`config.mk`:
```
export PLATFORM = sky130hd
export DESIGN_NAME = quad_dac_frontend
export DESIGN_NICKNAME = d
export VERILOG_FILES = /design/src/rtl/quad_dac_frontend.sv
export SDC_FILE = /design/constraint.sdc
export NUM_CORES = 1
export LEC_CHECK = 0
export BUFFER_PORTS_ARGS = -buffer_cell sky130_fd_sc_hd__buf_2
export CORE_MARGIN = 4
export CORE_UTILIZATION = 56
export DETAILED_ROUTE_END_ITERATION = 8
export PLACE_DENSITY = 0.79
export SETUP_SLACK_MARGIN = 0.05
export SYNTH_ARGS = -nofsm -noshare
export SYNTH_HDL_FRONTEND = slang
export SYNTH_SLANG_ARGS = --single-unit
```
`constraint.sdc`:
```
create_clock -name clk -period 2.3 [get_ports clk]
set_clock_uncertainty 0.15 [all_clocks]
set_input_delay 0.345 -clock clk [delete_from_list [all_inputs] [get_ports clk]]
set_output_delay 0.345 -clock clk [all_outputs]
set_load 0.01 [all_outputs]
```
`src/rtl/quad_dac_frontend.sv`:
```
module quad_dac_frontend #(
  parameter int DW   = 14,
  parameter int NCH  = 4,
  parameter int AW   = 3,
  parameter int SYNC = 2
) (
  input  logic              clk,
  input  logic              rst_n,
  input  logic              cs_n,
  input  logic              wr_n,
  input  logic [AW-1:0]     addr,
  input  logic [DW-1:0]     din,
  input  logic              preset_sel,
  input  logic              clr_n,
  output logic [NCH*DW-1:0] chan_code,
  output logic [NCH-1:0]    sense_gnd,
  output logic [NCH-1:0]    upd
);
  localparam logic [AW-1:0] PRE_ADDR   = AW'(NCH);
  localparam logic [AW-1:0] BCAST_ADDR = {AW{1'b1}};

  logic [SYNC-1:0] wr_sy, cs_sy, sel_sy;
  logic            wr_d, cs_d;
  logic            wr_s, sel_s, wr_rise;
  logic [NCH:0][DW-1:0]  dreg_q;
  logic [NCH-1:0][DW-1:0] code_q;
  logic [NCH-1:0]         upd_q;

  always_ff @(posedge clk) begin
    if (!rst_n) begin
      wr_sy  <= '1;
      cs_sy  <= '1;
      sel_sy <= '0;
      wr_d   <= 1'b1;
      cs_d   <= 1'b1;
    end else begin
      wr_sy  <= {wr_sy[SYNC-2:0], wr_n};
      cs_sy  <= {cs_sy[SYNC-2:0], cs_n};
      sel_sy <= {sel_sy[SYNC-2:0], preset_sel};
      wr_d   <= wr_sy[SYNC-1];
      cs_d   <= cs_sy[SYNC-1];
    end
  end

  assign wr_s    = wr_sy[SYNC-1];
  assign sel_s   = sel_sy[SYNC-1];
  assign wr_rise = wr_s & ~wr_d & ~cs_d;

  always_ff @(posedge clk) begin
    if (!rst_n)
      dreg_q[NCH] <= '0;
    else if (wr_rise && addr == PRE_ADDR)
      dreg_q[NCH] <= din;
  end

  for (genvar i = 0; i < NCH; i++) begin : g_ch
    logic [DW-1:0] nxt;

    always_ff @(posedge clk) begin
      if (!rst_n)
        dreg_q[i] <= '0;
      else if (wr_rise && (addr == AW'(i) || addr == BCAST_ADDR))
        dreg_q[i] <= din;
    end

    assign nxt = sel_s ? dreg_q[NCH] : dreg_q[i];

    always_ff @(posedge clk) begin
      if (!rst_n) begin
        code_q[i] <= '0;
        upd_q[i]  <= 1'b0;
      end else begin
        code_q[i] <= nxt;
        upd_q[i]  <= (nxt != code_q[i]);
      end
    end

    assign chan_code[i*DW +: DW] = code_q[i];
    assign sense_gnd[i]          = ~clr_n;
  end

  assign upd = upd_q;
endmodule

```
==> results of run 1 <==
## layout by cell type, fill, tap and decap left out, types with 4 or more instances in the layout
| cell type | synthesis | routed |
|---|---|---|
| and2b_1 | 4 | 4 |
| dlygate4sd3_1 | 0 | 16 |
| nand2b_1 | 6 | 6 |
| clkbuf_16 | 0 | 16 |
| xnor2_1 | 18 | 18 |
| mux2i_1 | 112 | 112 |
| dfxtp_1 | 138 | 137 |
| xor2_1 | 40 | 40 |
| buf_2 | 4 | 86 |
| o31a_1 | 4 | 4 |
| nor4_2 | 4 | 4 |
| a21boi_0 | 14 | 14 |
| nand4_1 | 8 | 8 |
| nor2b_1 | 108 | 108 |
| nand3_1 | 8 | 8 |
| buf_4 | 7 | 7 |
| nand2_1 | 28 | 28 |
| bufinv_16 | 0 | 7 |
## kinds of logic after synthesis
kind of cell,synth area share
buffers and inverters,0.0340
XOR/XNOR,0.0880
AND/OR/NAND/NOR,0.179
AO/OA/AOI/OAI,0.0258
multiplexers,0.194
flip-flops,0.479
## sequential cells by signal (all words and copies together) (netlist names)
signal and count:
upd 4, cs_sy 2, sel_sy 2, cs_d 1, wr_sy 2, chan_code 56, dreg_q 70, wr_d 1
## layout make-up
type | instances | area share
well taps | 133 | 0.0234
flip-flops and latches | 138 | 0.388
multi-input cells | 362 | 0.395
inverters | 1 | 0.000528
clock inverters | 14 | 0.0375
repair buffers | 111 | 0.0960
clock buffers | 18 | 0.0587
## per-layer routing
metal  vias up  routed length (um)  part of all wire
met3        21                 410             0.033
li1       1964                   -                 -
met4         0                 196             0.016
met2        76                6670              0.53
met1      1906                5240              0.42
met5         -                   0                 0
## metrics by stage
step           area, um^2  power, W  hold slack [ns]  utilization
3_5_place_dp         6270   0.00262            0.248        0.633
5_1_grt              7110   0.00588           0.0270        0.718
2_1_floorplan        5770   0.00256            0.236            -
3_3_place_gp         6270   0.00261            0.239        0.633
6_report             7110   0.00572           0.0364        0.718
4_1_cts              7110   0.00577          0.00377        0.718
## power breakdown
part / internal [W] / total, W / switching (W) / leakage [nW]
combinational: 0.0000952 / 0.000184 / 0.0000891 / 1.74
sequential: 0.00240 / 0.00240 / 0.00000302 / 1.11
clock: 0.00210 / 0.00313 / 0.00103 / 0.330
## worst max path at each step
stage | startpoint | to | slack [ns] | depth (start not counted)
after floorplan | sel_sy[1] | upd[0] | 0.58 | 6
after global placement | sel_sy[1] | upd[0] | 0.32 | 6
after detailed placement | sel_sy[1] | upd[0] | 0.25 | 6
after CTS | sel_sy[1] | upd[0] | 0.23 | 6
after global routing | sel_sy[1] | upd[0] | 0.14 | 6
final | sel_sy[1] | upd[0] | 0.22 | 6
## worst max-delay path, delay by kind of cell, from the launching register on
| kind | cells | cell delay [ns] |
|---|---|---|
| compound gates | 1 | 0.24 |
| buf+inv | 1 | 0.27 |
| mux | 1 | 0.31 |
| flops | 1 | 0.35 |
| xor+xnor | 1 | 0.11 |
| simple gates | 2 | 0.51 |
==> reports/results.tsv, run 1 <==
metric	value	unit
die_w	110	um
slew_viol_final	0	
end_kind	register	
antenna_found_initial	0	
wl_per_cell	16.1	um
setup_ws	0.220	ns
postCtsHoldBufs	16	
cts_tree	done	
finalHoldViolCount	0	
drcViolationCount	0	
clockBufferDepth	2	
cts.sinks	138	
numCtsBuffers	17	
fin_nets	654	
setup_viol	0	
synth_area_leader_cell	dfxtp_1	
fin_setup_tns	0	ns
reg2reg_from	sel_sy[1]	
cp_slowest_cell	nor4_2	
r2r_slack	0.22	ns
grt_pass1_wl	20.5	mm
postSynth.asyncResetShare	0	
worstRegToRegCells	6	
antenna_cells	0	
p_leak	3.18	nW
grt_use_met1	0.247	
rows	36	
grt-busiest-layer	met2	
dp_cells	729	
die_area	12000	um^2
cts_resized	0	
maxCapViolCount	0	
fin_crit_sh	0.905	
slew-limit-headroom	0.577	
final_layout_size_suffix_gt1_frac	0.207	
multi_input_area	2810	um^2
hold-path-cell-count	3	
synth_edf_count	0	
worst_ir_drop_vdd	0.694	mV
viasPerCell	5.11	
core_area	9910	um^2
fmax	0.481	GHz
clockRootBuffer	clkbuf_8	
synth_cell_types	24	
hold_class	in2reg	
worstPathArrival	2.33	ns
critical_path.max_stage_delay	0.39	ns
ios	87	
rsz0062_at_grt	false	
synth.avg_cell_area	10.8	um^2
htree_levels	4	
synth_common_cells	dfxtp_1, mux2i_1, nor2b_1, xor2_1, nand2_1	
holdPathEnd	dreg_q[45]	
die_h	110	um
syn_area	5770	um^2
powerDensity	804	nW/um^2
crit_required	2.55	ns
drtAntennaViolNets	0	
stdcell_count	777	
synth-seq-cells	138	
vias	3967	
grt_max_degree	82	
cp-start-kind	register	
pre_cts_slack	0.247	ns
synth.area.top_cells	dfxtp_1, mux2i_1, nor2b_1	
synth_top_area_frac	0.479	
tightest_slew	0.633	ns
routed_wl	12.5	mm
seq_area	2760	um^2
ys.flop_type	dfxtp_1	
port_buffers	86	
syn_inst	534	
drt_iter0_drc	174	
grt_util_met2	0.405	
criticalPathCategory	reg2reg	
path_max_fanout	38	
cts_setup_buffers	0	
path_cells	buf_12, mux2i_1, xnor2_1, nor4_2, nand3_1, o31a_1	
status	finished clean	
clk_pin_slew_worst_paths	0.06	ns
yosysMostFrequentCell	dfxtp_1	
insertion_delay	0.51	ns
area_growth	23.3	%
yosysSeqAreaShare	0.479	
reg2reg_to	upd[0]	
period_needed	2.08	ns
grt_overflow_total	0	
grt_pass1_vias	4274	
initial_utilization	0.582	
firstDrtPassIters	5	
fillers	741	
globalplace.congestion	0.792	
use_met3	0.0558	
ys_warn_count	0	
synth_nets	557	
track_usage	0.222	
dp_hpwl	8.44	mm
hp-start	din[3]	
No activity file was read; power rests on OpenSTA's default activity.
==> inputs of run 2 (changes only) <==
- CORE_ASPECT_RATIO: unset -> 0.9
- SLEW_MARGIN: unset -> 20
==> run 2 against run 1 <==
  * Non-clock buffer count fell by 12
  * Clock power fell by 9.6%
  * Critical endpoint is now upd[3]
  * Utilization fell by 1.6 points
==> reports/results.tsv, run 2 (synthesis gave the netlist of run 1 again) <==
metric	value	unit	change
viasPerCell	5.17		was 5.11
cts_tree	done		unchanged
wl_per_cell	16.5	um	was 16.1 um
path_cells	buf_12, buf_4, mux2i_1, xor2_1, nand4_1, o31a_1		was buf_12, mux2i_1, xnor2_1, nor4_2, nand3_1, o31a_1
cts_setup_buffers	0		unchanged
grt_pass1_wl	20.9	mm	was 20.5 mm
startpoint	sel_sy[1]		unchanged
port_buffers	86		unchanged
final_cell_mix	dfxtp_1, mux2i_1, nor2b_1		unchanged
pre_cts_slack	0.260	ns	was 0.247 ns
grt_pass1_vias	4049		was 4274
routed_wl	12.5	mm	about the same
period_needed	2.05	ns	was 2.08 ns
slew_viol_final	0		unchanged
utilization	0.702		was 0.718
drtAntennaViolNets	0		unchanged
rows	34		was 36
cp_top_family	buffers and inverters		was simple AND/OR/NAND/NOR gates
path_max_fanout	31		was 38
die_w	115	um	was 110 um
tightest_slew	0.607	ns	was 0.633 ns
hp-start	din[2]		was din[3]
htree_levels	4		unchanged
fillers	747		was 741
antenna_cells	0		unchanged
worst_ir_drop_vdd	0.640	mV	was 0.694 mV
antenna_found_initial	0		unchanged
p_leak	3.09	nW	was 3.18 nW
slew-limit-headroom	0.595		was 0.577
largest_register	dreg_q		unchanged
area_growth	20.1	%	was 23.3%
clockRootBuffer	clkbuf_16		was clkbuf_8
setup_viol	0		unchanged
drcViolationCount	0		unchanged
track_usage	0.222		about the same
setup_ws	0.253	ns	was 0.220 ns
core_area	9870	um^2	was 9910 um^2
fin_setup_tns	0	ns	unchanged
end_kind	register		unchanged
cts.sinks	138		unchanged
criticalPathCategory	reg2reg		unchanged
cp-start-kind	register		unchanged
globalplace.congestion	0.794		was 0.792
largest_reg_flops	70		unchanged
grt_max_degree	54		was 82
die_area	12000	um^2	about the same
numCtsBuffers	17		unchanged
hold_class	in2reg		unchanged
fin_nets	642		was 654
finalHoldViolCount	0		unchanged
fmax	0.489	GHz	was 0.481 GHz
maxCapViolCount	0		unchanged
critical_path.max_stage_delay	0.35	ns	was 0.39 ns
reg2reg_from	sel_sy[1]		unchanged
insertion_delay	0.41	ns	was 0.51 ns
drt_iter0_drc	203		was 174
fin_crit_sh	0.890		was 0.905
firstDrtPassIters	4		was 5
cp_num_buf_inv	2		was 1
clk_pin_slew_worst_paths	0.06	ns	about the same
final_layout_size_suffix_gt1_frac	0.210		was 0.207
crit_required	2.45	ns	was 2.55 ns
clockBufferDepth	2		unchanged
dp_hpwl	8.85	mm	was 8.44 mm
status	finished clean		unchanged
total_power	0.00540	W	was 0.00572 W
die_h	104	um	was 110 um
vias	3917		was 3967
powerDensity	779	nW/um^2	was 804 nW/um^2
grt_overflow_total	0		unchanged
initial_utilization	0.585		was 0.582
rsz0062_at_grt	false		unchanged
final_common_cell	dfxtp_1		unchanged
ios	87		unchanged
worstPathArrival	2.20	ns	was 2.33 ns
cp_slowest_cell	dfxtp_2		was nor4_2
run 2: cell count changes in the layout (fill, tap and decap cells not counted):
cell / before / now
clkbuf_16: 16 / 17
buf_12: 2 / 3
inv_6: 3 / 0
bufinv_16: 7 / 4
clkinvlp_4: 1 / 5
clkinv_4: 2 / 0
clkinv_2: 1 / 3
dlygate4sd3_1: 16 / 3
clkbuf_1: 1 / 2
run 2: cell type report:
class	count	area [um^2]	area share
multi-input combinational	362	2810	0.406
clock buffer	20	447	0.0645
sequential	138	2760	0.399
inverter	1	3.75	0.000542
clock inverter	12	173	0.0249
tap	126	158	0.0227
timing repair buffer	99	573	0.0827
run 2: timing repair:
item,4_1_cts,5_1_grt
hold endpoints to repair,3,0
hold buffers,3,0
resized for setup,0,0
run 2: where the power goes:
group	total [W]	leakage (nW)	switching [W]	internal, W
Clock	0.00283	0.288	0.000993	0.00183
Combinational	0.000171	1.69	0.0000885	0.0000830
Sequential	0.00240	1.11	0.00000293	0.00240
run 2: path summary, 6_finish.rpt:
kind / to / slack, ns / cells after the start
max: upd[3] / 0.25 / 6
min: dreg_q[44] / 0.1 / 3
max reg2reg: upd[3] / 0.25 / 6
min reg2reg: wr_sy[1] / 0.26 / 1
run 2: worst reg2reg max path: stages (launching register included):
cell and delay [ns]:
dfxtp_2 0.35, buf_12 0.23, buf_4 0.25, mux2i_1 0.32
xor2_1 0.18, nand4_1 0.15, o31a_1 0.31
run 2: metrics by stage:
stage / instance area [um^2] / instances / hold WS, ns
4_1_cts: 6930 / 758 / 0.0836
2_1_floorplan: 5770 / 534 / 0.236
5_1_grt: 6930 / 758 / 0.0925
6_report: 6930 / 758 / 0.0977
3_3_place_gp: 6280 / 723 / 0.238
3_5_place_dp: 6280 / 723 / 0.249
run 2: per-layer routing:
| metal | vias to the layer above | wire (um) | track usage |
|---|---|---|---|
| li1 | 1939 | - | - |
| met1 | 1868 | 6030 | 0.304 |
| met2 | 94 | 5720 | 0.339 |
| met3 | 16 | 614 | 0.0646 |
| met4 | 0 | 146 | 0.0671 |
| met5 | - | 0 | 0 |
==> inputs of run 3 (changes only) <==
- CORE_MARGIN: 4 -> 1
==> run 3 against run 2 <==
  * Final cell count shrank 0.13%
  * Sequential power barely moved
  * Largest power group unchanged
  * Final area shrank 0.54%
==> reports/results.tsv, run 3 (synthesis gave the netlist of run 1 again) <==
metric	value	unit	change
tightest_slew	0.653	ns	was 0.607 ns
wl_per_cell	15.9	um	was 16.5 um
wl_met2	5.36	mm	was 5.72 mm
htree_levels	4		unchanged
total_power	0.00535	W	was 0.00540 W
path_max_fanout	30		was 31
multi_input_area	2820	um^2	was 2810 um^2
clockBufferDepth	2		unchanged
area_growth	19.4	%	was 20.1%
globalplace.congestion	0.778		was 0.794
slew_viol_final	0		unchanged
die_w	109	um	was 115 um
final_common_cell	dfxtp_1		unchanged
rsz0062_at_grt	false		unchanged
firstDrtPassIters	4		unchanged
drt_iter0_drc	112		was 203
crit_required	2.45	ns	about the same
clockRootBuffer	clkbuf_16		unchanged
largest_register	dreg_q		unchanged
ios	87		unchanged
hold-path-cell-count	3		unchanged
worstPathArrival	2.26	ns	was 2.20 ns
rows	34		unchanged
end_kind	register		unchanged
track_usage	0.238		was 0.222
vias	3860		was 3917
final_layout_size_suffix_gt1_frac	0.205		was 0.210
cts_tree	done		unchanged
p_leak	3.09	nW	about the same
period_needed	2.11	ns	was 2.05 ns
cts_setup_buffers	0		unchanged
grt_pass1_vias	3740		was 4049
core_area	9830	um^2	was 9870 um^2
powerDensity	776	nW/um^2	was 779 nW/um^2
seq_area	2760	um^2	unchanged
drtAntennaViolNets	0		unchanged
fin_crit_sh	0.919		was 0.890
final_cell_mix	dfxtp_1, mux2i_1, nor2b_1		unchanged
routed_wl	12.0	mm	was 12.5 mm
grt_overflow_total	0		unchanged
top_layer_used	met4		unchanged
grt_pass1_wl	19.1	mm	was 20.9 mm
numCtsBuffers	17		unchanged
clk_pin_slew_worst_paths	0.06	ns	about the same
die_h	98.3	um	was 104 um
die_area	10700	um^2	was 12000 um^2
fin_setup_tns	0	ns	unchanged
finalHoldViolCount	0		unchanged
largest_reg_flops	70		unchanged
wl_met3	498	um	was 614 um
fmax	0.473	GHz	was 0.489 GHz
initial_utilization	0.587		was 0.585
fin_nets	640		was 642
place_area	6250	um^2	was 6280 um^2
antenna_found_initial	1		was 0
viasPerCell	5.10		was 5.17
status	finished clean		unchanged
grt_max_degree	139		was 54
insertion_delay	0.41	ns	about the same
drcViolationCount	0		unchanged
worstRegToRegCells	6		unchanged
fin_area	6890	um^2	was 6930 um^2
dp_hpwl	8.28	mm	was 8.85 mm
wl_met1	5.92	mm	was 6.03 mm
cp-start-kind	register		unchanged
port_buffers	86		unchanged
criticalPathCategory	reg2reg		unchanged
hold_class	in2reg		unchanged
maxCapViolCount	0		unchanged
cts.sinks	138		unchanged
worst_ir_drop_vdd	0.579	mV	was 0.640 mV
setup_viol	0		unchanged
fillers	739		was 747
slew-limit-headroom	0.564		was 0.595
==> run 3: per-layer routing <==
metal  global-route usage  vias to the layer above
li1                     -                     1936
met1                0.326                     1824
met2                0.354                       82
met3               0.0661                       18
met4               0.0936                        0
met5                    0                        -
==> run 3: path summary, 6_finish.rpt <==
kind,startpoint,to,slack [ns]
max,sel_sy[1],upd[0],0.19
min,din[1],dreg_q[43],0.09
max reg2reg,sel_sy[1],upd[0],0.19
min reg2reg,cs_sy[0],cs_sy[1],0.26
==> run 3: what timing repair did <==
action / CTS / global route
resized for setup: 0 / 1
hold buffers: 3 / 0
hold endpoints to repair: 3 / 0
setup endpoints to repair: 0 / 1
==> run 3: layout make-up <==
type                       instances  share of cell area
clock buffer                      23              0.0664
multi-input combinational        362               0.409
antenna                            1            0.000363
sequential                       138               0.401
timing repair buffer              97              0.0791
clock inverter                     9              0.0211
tap                              126              0.0229
inverter                           1            0.000545
==> run 3: report_power, final <==
group | total [W] | internal, W | switching, W
registers | 0.00240 | 0.00240 | 0.00000479
clock network | 0.00278 | 0.00183 | 0.000947
logic | 0.000165 | 0.0000801 | 0.0000844
total | 0.00535 | 0.00431 | 0.00104
==> run 3: worst max-delay path: stages (launching register included) <==
cell	delay, ns
dfxtp_2	0.47
buf_12	0.27
mux2i_1	0.29
xnor2_1	0.11
nor4_2	0.27
nand3_1	0.16
o31a_1	0.26
==> run 3: stage by stage <==
stage / util / instances / setup slack, ns / hold slack (ns)
2_1_floorplan: - / 534 / 0.579 / 0.236
3_3_place_gp: 0.636 / 721 / 0.214 / 0.238
3_5_place_dp: 0.636 / 721 / 0.162 / 0.247
4_1_cts: 0.701 / 756 / 0.0926 / 0.0719
5_1_grt: 0.701 / 757 / 0.0723 / 0.0951
6_report: 0.701 / 757 / 0.187 / 0.0901
